### src/rtl/cyc_timer_pkg.sv
package cyc_timer_pkg;

    typedef enum logic [1:0] {
        STEP_HOLD = 2'd0,
        STEP_LOAD = 2'd1,
        STEP_DECR = 2'd2
    } step_e;

endpackage

### src/rtl/tmr_count_core.sv
module tmr_count_core
    import cyc_timer_pkg::*;
#(
    parameter int WIDTH = 32
) (
    input  logic             clk_i,
    input  logic             rst_ni,
    input  logic             load_valid_i,
    input  logic [WIDTH-1:0] load_value_i,
    output logic [WIDTH-1:0] count_o,
    output logic             expire_o
);
    localparam logic [WIDTH-1:0] ONE  = {{(WIDTH-1){1'b0}}, 1'b1};
    localparam logic [WIDTH-1:0] ZERO = '0;

    typedef struct packed {
        logic [WIDTH-1:0] count;
    } core_st_t;

    core_st_t st_d, st_q;
    step_e    step;

    always_comb begin
        st_d = st_q;
        if (load_valid_i) begin
            step = STEP_LOAD;
        end else if (st_q.count != ZERO) begin
            step = STEP_DECR;
        end else begin
            step = STEP_HOLD;
        end
        case (step)
            STEP_LOAD: st_d.count = load_value_i;
            STEP_DECR: st_d.count = st_q.count - ONE;
            default:   st_d.count = st_q.count;
        endcase
        expire_o = (step == STEP_DECR) && (st_q.count == ONE);
    end

    always_ff @(posedge clk_i) begin
        if (!rst_ni) begin
            st_q <= '0;
        end else begin
            st_q <= st_d;
        end
    end

    assign count_o = st_q.count;


    assert_load_takes_R2: assert property (@(posedge clk_i) disable iff (!rst_ni)
        load_valid_i |=> count_o == $past(load_value_i));

    assert_decrement_R4: assert property (@(posedge clk_i) disable iff (!rst_ni)
        (!load_valid_i && count_o != ZERO) |=> count_o == $past(count_o) - ONE);

    assert_no_wrap_R5: assert property (@(posedge clk_i) disable iff (!rst_ni)
        (!load_valid_i && count_o == ZERO) |=> count_o == ZERO);

endmodule

### src/rtl/tmr_irq_pulse.sv
module tmr_irq_pulse (
    input  logic clk_i,
    input  logic rst_ni,
    input  logic expire_i,
    output logic irq_o
);
    typedef struct packed {
        logic irq;
    } irq_st_t;

    irq_st_t st_d, st_q;

    always_comb begin
        st_d     = st_q;
        st_d.irq = expire_i;
    end

    always_ff @(posedge clk_i) begin
        if (!rst_ni) begin
            st_q <= '0;
        end else begin
            st_q <= st_d;
        end
    end

    assign irq_o = st_q.irq;


    assert_single_pulse_R6: assert property (@(posedge clk_i) disable iff (!rst_ni)
        irq_o |=> !irq_o);

endmodule

### src/rtl/cyc_timer.sv
module cyc_timer #(
    parameter int WIDTH = 32
) (
    input  logic             clk_i,
    input  logic             rst_ni,
    input  logic             load_valid_i,
    input  logic [WIDTH-1:0] load_value_i,
    output logic [WIDTH-1:0] prev_value_o,
    output logic [WIDTH-1:0] count_o,
    output logic             irq_o
);
    localparam logic [WIDTH-1:0] ONE  = {{(WIDTH-1){1'b0}}, 1'b1};
    localparam logic [WIDTH-1:0] ZERO = '0;

    logic [WIDTH-1:0] count_q;
    logic             expire;

    tmr_count_core #(.WIDTH(WIDTH)) core_i (
        .clk_i        (clk_i),
        .rst_ni       (rst_ni),
        .load_valid_i (load_valid_i),
        .load_value_i (load_value_i),
        .count_o      (count_q),
        .expire_o     (expire)
    );

    tmr_irq_pulse irq_i (
        .clk_i    (clk_i),
        .rst_ni   (rst_ni),
        .expire_i (expire),
        .irq_o    (irq_o)
    );

    assign count_o      = count_q;
    assign prev_value_o = count_q;

    // a pulse only follows a 1 -> 0 step
    assert_irq_cause_R6: assert property (@(posedge clk_i) disable iff (!rst_ni)
        irq_o |-> (count_q == ZERO && $past(count_q) == ONE && !$past(load_valid_i)));
    // a load on the last count suppresses the pulse
    assert_load_wins_R8: assert property (@(posedge clk_i) disable iff (!rst_ni)
        (load_valid_i && count_q == ONE) |=> !irq_o);
    // an idle counter raises nothing
    assert_idle_quiet_R7: assert property (@(posedge clk_i) disable iff (!rst_ni)
        (count_q == ZERO && !load_valid_i) |=> !irq_o);

endmodule

### config.mk
export PLATFORM = sky130hd
export DESIGN_NAME = cyc_timer
export DESIGN_NICKNAME = d
export VERILOG_FILES = /design/src/rtl/cyc_timer_pkg.sv /design/src/rtl/tmr_count_core.sv /design/src/rtl/tmr_irq_pulse.sv /design/src/rtl/cyc_timer.sv
export SDC_FILE = /design/constraint.sdc
export NUM_CORES = 1
export LEC_CHECK = 0
export BUFFER_PORTS_ARGS = -buffer_cell sky130_fd_sc_hd__buf_2
export CAP_MARGIN = 0
export CORE_UTILIZATION = 47
export DETAILED_ROUTE_END_ITERATION = 7
export PLACE_DENSITY = 0.8
export RECOVER_POWER = 100
export SLEW_MARGIN = 0
export SYNTH_ARGS = -nofsm -noshare
export SYNTH_HDL_FRONTEND = slang
export SYNTH_SLANG_ARGS = --single-unit
### constraint.sdc
create_clock -name clk_i -period 3.01 [get_ports clk_i]
set_clock_uncertainty 0.1 [all_clocks]
set_input_delay 0.1505 -clock clk_i [delete_from_list [all_inputs] [get_ports clk_i]]
set_output_delay 0.1505 -clock clk_i [all_outputs]
set_load 0.01 [all_outputs]
Word-level counts from Yosys, hierarchy flattened --
Cells that the tools add are included.
Word-level totals: register bits 33
Operators by class: mux-type cells 3, reduce and logical (&&, ||, !) cells 3, $add $sub $neg 1, equal/unequal tests 3
Operators with widths (count):
- one-hot mux 32 bit (2 select lines) | 1
- equality test 32 x 1 -> 1 bit (second input constant) | 1
- nonzero test 32 bit | 1
- subtractor 32 x 1 -> 32 bit (second input constant) | 1
- 2-to-1 mux 2 bit | 2
- equality test 2 x 1 -> 1 bit (second input constant) | 1
- equality test 2 bit (second input constant) | 1
- nonzero test 2 bit | 1
- logical AND 1 bit | 1

Longest topological paths before layout --
depth in word-level cells 5, mapped depth 9

Modules after synthesis --
From an unflattened synthesis, not the netlist that was laid out.
Second synthesis, totals: cell total of the unflattened synthesis 265, area total of the unflattened synthesis 2135.8 µm²
By module, submodules not included:
- tmr_count_core | area each 1869.3 µm², cells an instance 231, sequential area each 640.6 µm², instances 1
- cyc_timer | area each 240.2 µm², cells an instance 32, sequential area each 0.0 µm², instances 1
- tmr_irq_pulse | area each 26.3 µm², cells an instance 2, sequential area each 20.0 µm², instances 1

Least setup slack after synthesis --
No wires, ideal clock.
path type register -> register, start register core_i.st_q (netlist bit core_i.count_o[20]), end register core_i.st_q (netlist bit core_i.count_o[11]), data required time 2.795 ns, stages on the path, launching flop included 6, setup slack 0.747 ns, clock period less this slack 2.263 ns, data arrival time 2.049 ns, cell sequence dfxtp_1 > or4_4 > nor4_4 > a21oi_2 > mux2_2 > o21a_1
Between the ends: longest elaborated chain between the ends 5, elaborated cells on any way between the ends 7
Ends and longest elaborated chain:
- from (decl) | line tmr_count_core.sv:20 | core_st_t st_d, st_q;
- from (signal assigned) | line tmr_count_core.sv:44 | st_q <= st_d;
- nonzero test 32 bit (*) | line tmr_count_core.sv:27 | end else if (st_q.count != ZERO) begin
- 2-to-1 mux 2 bit (*) | line tmr_count_core.sv:27
- 2-to-1 mux 2 bit (*) | line tmr_count_core.sv:25 | if (load_valid_i) begin
- equality test 2 bit or equality test 2 x 1 -> 1 bit (tied branches) | line tmr_count_core.sv:32 | case (step)
- one-hot mux 32 bit (2 select lines) or nonzero test 2 bit (tied branches)
Every way passes the cells marked *; elsewhere a longest branch is shown, timed or not. A chain may end at the register's enable or synchronous reset.

Final worst setup path --
Ends and elaborated chain as after synthesis.

==> impl_metrics.yaml <==
outcome:
  status: "finished clean"
hold_path:
  min_from: "load_value_i[18]"
  whs_path_depth: 3
  min_to: "core_i.count_o[18]"
  hold_path.class: "in -> reg"
clocking:
  cts_made_buffers: 5
  tritoncts: "yes"
  h-tree-depth: 2
  ctsResizeCount: 0
  clk-insertion-delay-late_ns: 0.29
  cts_root_buf: "clkbuf_8"
  clockBufferDepth: 2
  hold_buffers: 11
  path_clk_slew_ns: 0.08
  cts.sinks: 33
  postCtsSetupBuffers: 0
pwr:
  finalPower_mw: 1.29
  leakage_nw: 0.898
  peakVddDrop_uv: 298
  power_density_nw_per_um2: 502
critical_path:
  start_kind: "flop"
  critPathArrivalTime_ns: 2.74
  cp_max_fo: 10
  regToRegEndpoint: "core_i.count_o[11]"
  rr_worst_depth: 6
  r2r_slack_ns: 0.34
  required_ns: 3.09
  criticalPathCategory: "reg -> reg"
  r2r-start: "core_i.count_o[20]"
  cp-end-kind: "flop"
timing:
  worst_pin_slew_ns: 1.03
  fin_crit_sh_pct: 88.6
  slew_viol_final: 0
  rsz0062_at_grt: "no"
  report.final.setup_viol: 0
  relSlewSlack_pct: 31.3
  finalCriticalPeriod_ns: 2.67
  tns_ns: 0
  final-hold-violation-count: 0
  timing.fmax_ghz: 0.375
  whs_ns: 0.0245
yosys:
  synthXorXnorAreaFrac_pct: 8.12
  synth_top_family_by_area: "simple AND/OR/NAND/NOR gates"
  seq_area_frac_synth_pct: 30.6
  synthCells: 251
  syn-num-nets: 288
  synth_compound_area_share_pct: 16.8
  yosysWarnings: 0
  synth-edff-count: 0
  synth_fa_ha_area_share_pct: 1.16
  ys_ff_latch: 33
  syn_avg_cell_area_um2: 8.59
  ys_top_cells_by_area: "dfxtp_1 (31%), buf_4 (11%), xnor2_1 (8.1%)"
  synth_top_area_share_pct: 30.6
  synth_top_flop_cell: "dfxtp_1"
  synth_simple_gate_area_share_pct: 28.5
  synthMuxAreaShare_pct: 0.522
  yosysTopAreaCell: "dfxtp_1"
  synthArstFlopShare_pct: 0
  synth_area_um2: 2160
  synth_cell_types: 53
drt:
  drt-vias-per-instance: 5.56
  wl_per_cell_um: 14.7
  routed_wl_mm: 5.60
  first_iter_violations: 114
  first_pass_iters: 4
  drc: 0
  antenna_left: 0
  vias: 2120
placed_design:
  gp_congestion: 0.884
  dp_hpwl_mm: 3.92
  io_buffers: 99
job:
  maxCapViolCount: 0
floorplanning:
  chipWidth_um: 69.7
  core_area_um2: 4380
  die_area_um2: 4860
  die_h_um: 69.7
  pin_count: 100
  rows: 24
  initial_core_util_pct: 49.2
finish:
  layout_commonest_cell: "clkbuf_1"
  drive_gt1_share_pct: 19.5
  fin_util_pct: 58.8
  syn_to_final_growth_pct: 19.4
  final_cell_mix: "clkbuf_1 (66), buf_2 (34), dfxtp_1 (33)"
  antennaDiodeCount: 0
  fill_cells: 434
  nets: 365
global_route:
  grt_pass1_wl_mm: 9.11
  overflow: 0
  grt_max_degree: 39
  antenna_found_initial: 0
  grt_usage_pct: 23.5
  first_global_vias: 1899
-- state kept, by name, indices dropped and copies added (netlist names) --
register and flops:
core_i.count_o 32, irq_i.irq_o 1
-- Yosys cell counts, types with 2 or more instances --
cell      count
a211oi_1      6
a21oi_1       8
a31oi_1       4
and4_1        2
buf_4        32
clkbuf_1      7
dfxtp_1      33
ha_1          2
inv_1         4
nand2_1      14
nand3_1       7
nand4_1       3
nor2_1       12
nor2b_1       2
nor3_1        9
nor3b_1       2
nor4_1       10
nor4_2        6
nor4_4        2
nor4b_1       3
o211ai_1      3
o21ai_0      13
o21ai_1      10
o31ai_1       2
or2_2         2
or3_1         2
or4_1         4
or4_4         3
xnor2_1      20
-- through the flow --
step                      setup WS [ns]  std cells  instance area (um2)
final                             0.344        381                 2580
after global routing              0.171        381                 2580
after CTS                         0.496        381                 2670
after detailed placement          0.512        362                 2440
after global placement            0.720        362                 2440
after floorplan                   0.747        251                 2160
-- routing by layer --
layer / track usage, % / share of wire, %
met2: 38.3 / 47
met3: 3.78 / 5.4
met4: 7.56 / 1.2
met5: 0 / 0
met1: 31.7 / 46
-- cell type report --
type                       count  area, um2  share of cell area (%)
multi-input combinational    172       1180                    45.8
clock inverter                 2       37.5                    1.46
inverter                       4       15.0                   0.583
tap                           52       65.1                    2.53
clock buffer                   6       82.6                    3.21
sequential                    33        661                    25.6
timing repair buffer         112        536                    20.8
-- cells by family (layout without fill, tap and decap cells) --
family,Yosys count,after routing
compound gates,56,56
xor+xnor,20,20
fa+ha+maj,2,2
buf+inv,46,124
flops,33,33
mux,1,1
simple gates,93,93
-- where the power goes --
group          switching [mW]  internal, mW
Combinational           0.187         0.137
Clock                   0.169         0.269
Sequential             0.0610         0.471
Total                   0.416         0.878
-- worst max-delay path, cell delays in order (launching register included) --
cell and delay, ns:
dfxtp_1 0.40, or4_4 0.59, nor4_4 0.27, clkbuf_1 0.44, a21oi_1 0.26, mux2_2 0.32, o21a_1 0.18
-- worst max path at each step --
| stage | from | end | slack, ns | cells past startpoint |
|---|---|---|---|---|
| detailed placement | core_i.count_o[0] | core_i.count_o[10] | 0.51 | 7 |
| global route | core_i.count_o[20] | core_i.count_o[10] | 0.17 | 6 |
| floorplan | core_i.count_o[20] | core_i.count_o[11] | 0.75 | 5 |
| finish | core_i.count_o[20] | core_i.count_o[11] | 0.34 | 6 |
| CTS | core_i.count_o[0] | core_i.count_o[10] | 0.50 | 7 |
| global placement | core_i.count_o[2] | core_i.count_o[15] | 0.72 | 5 |
Note: power is estimated with default switching activity, not from simulation.
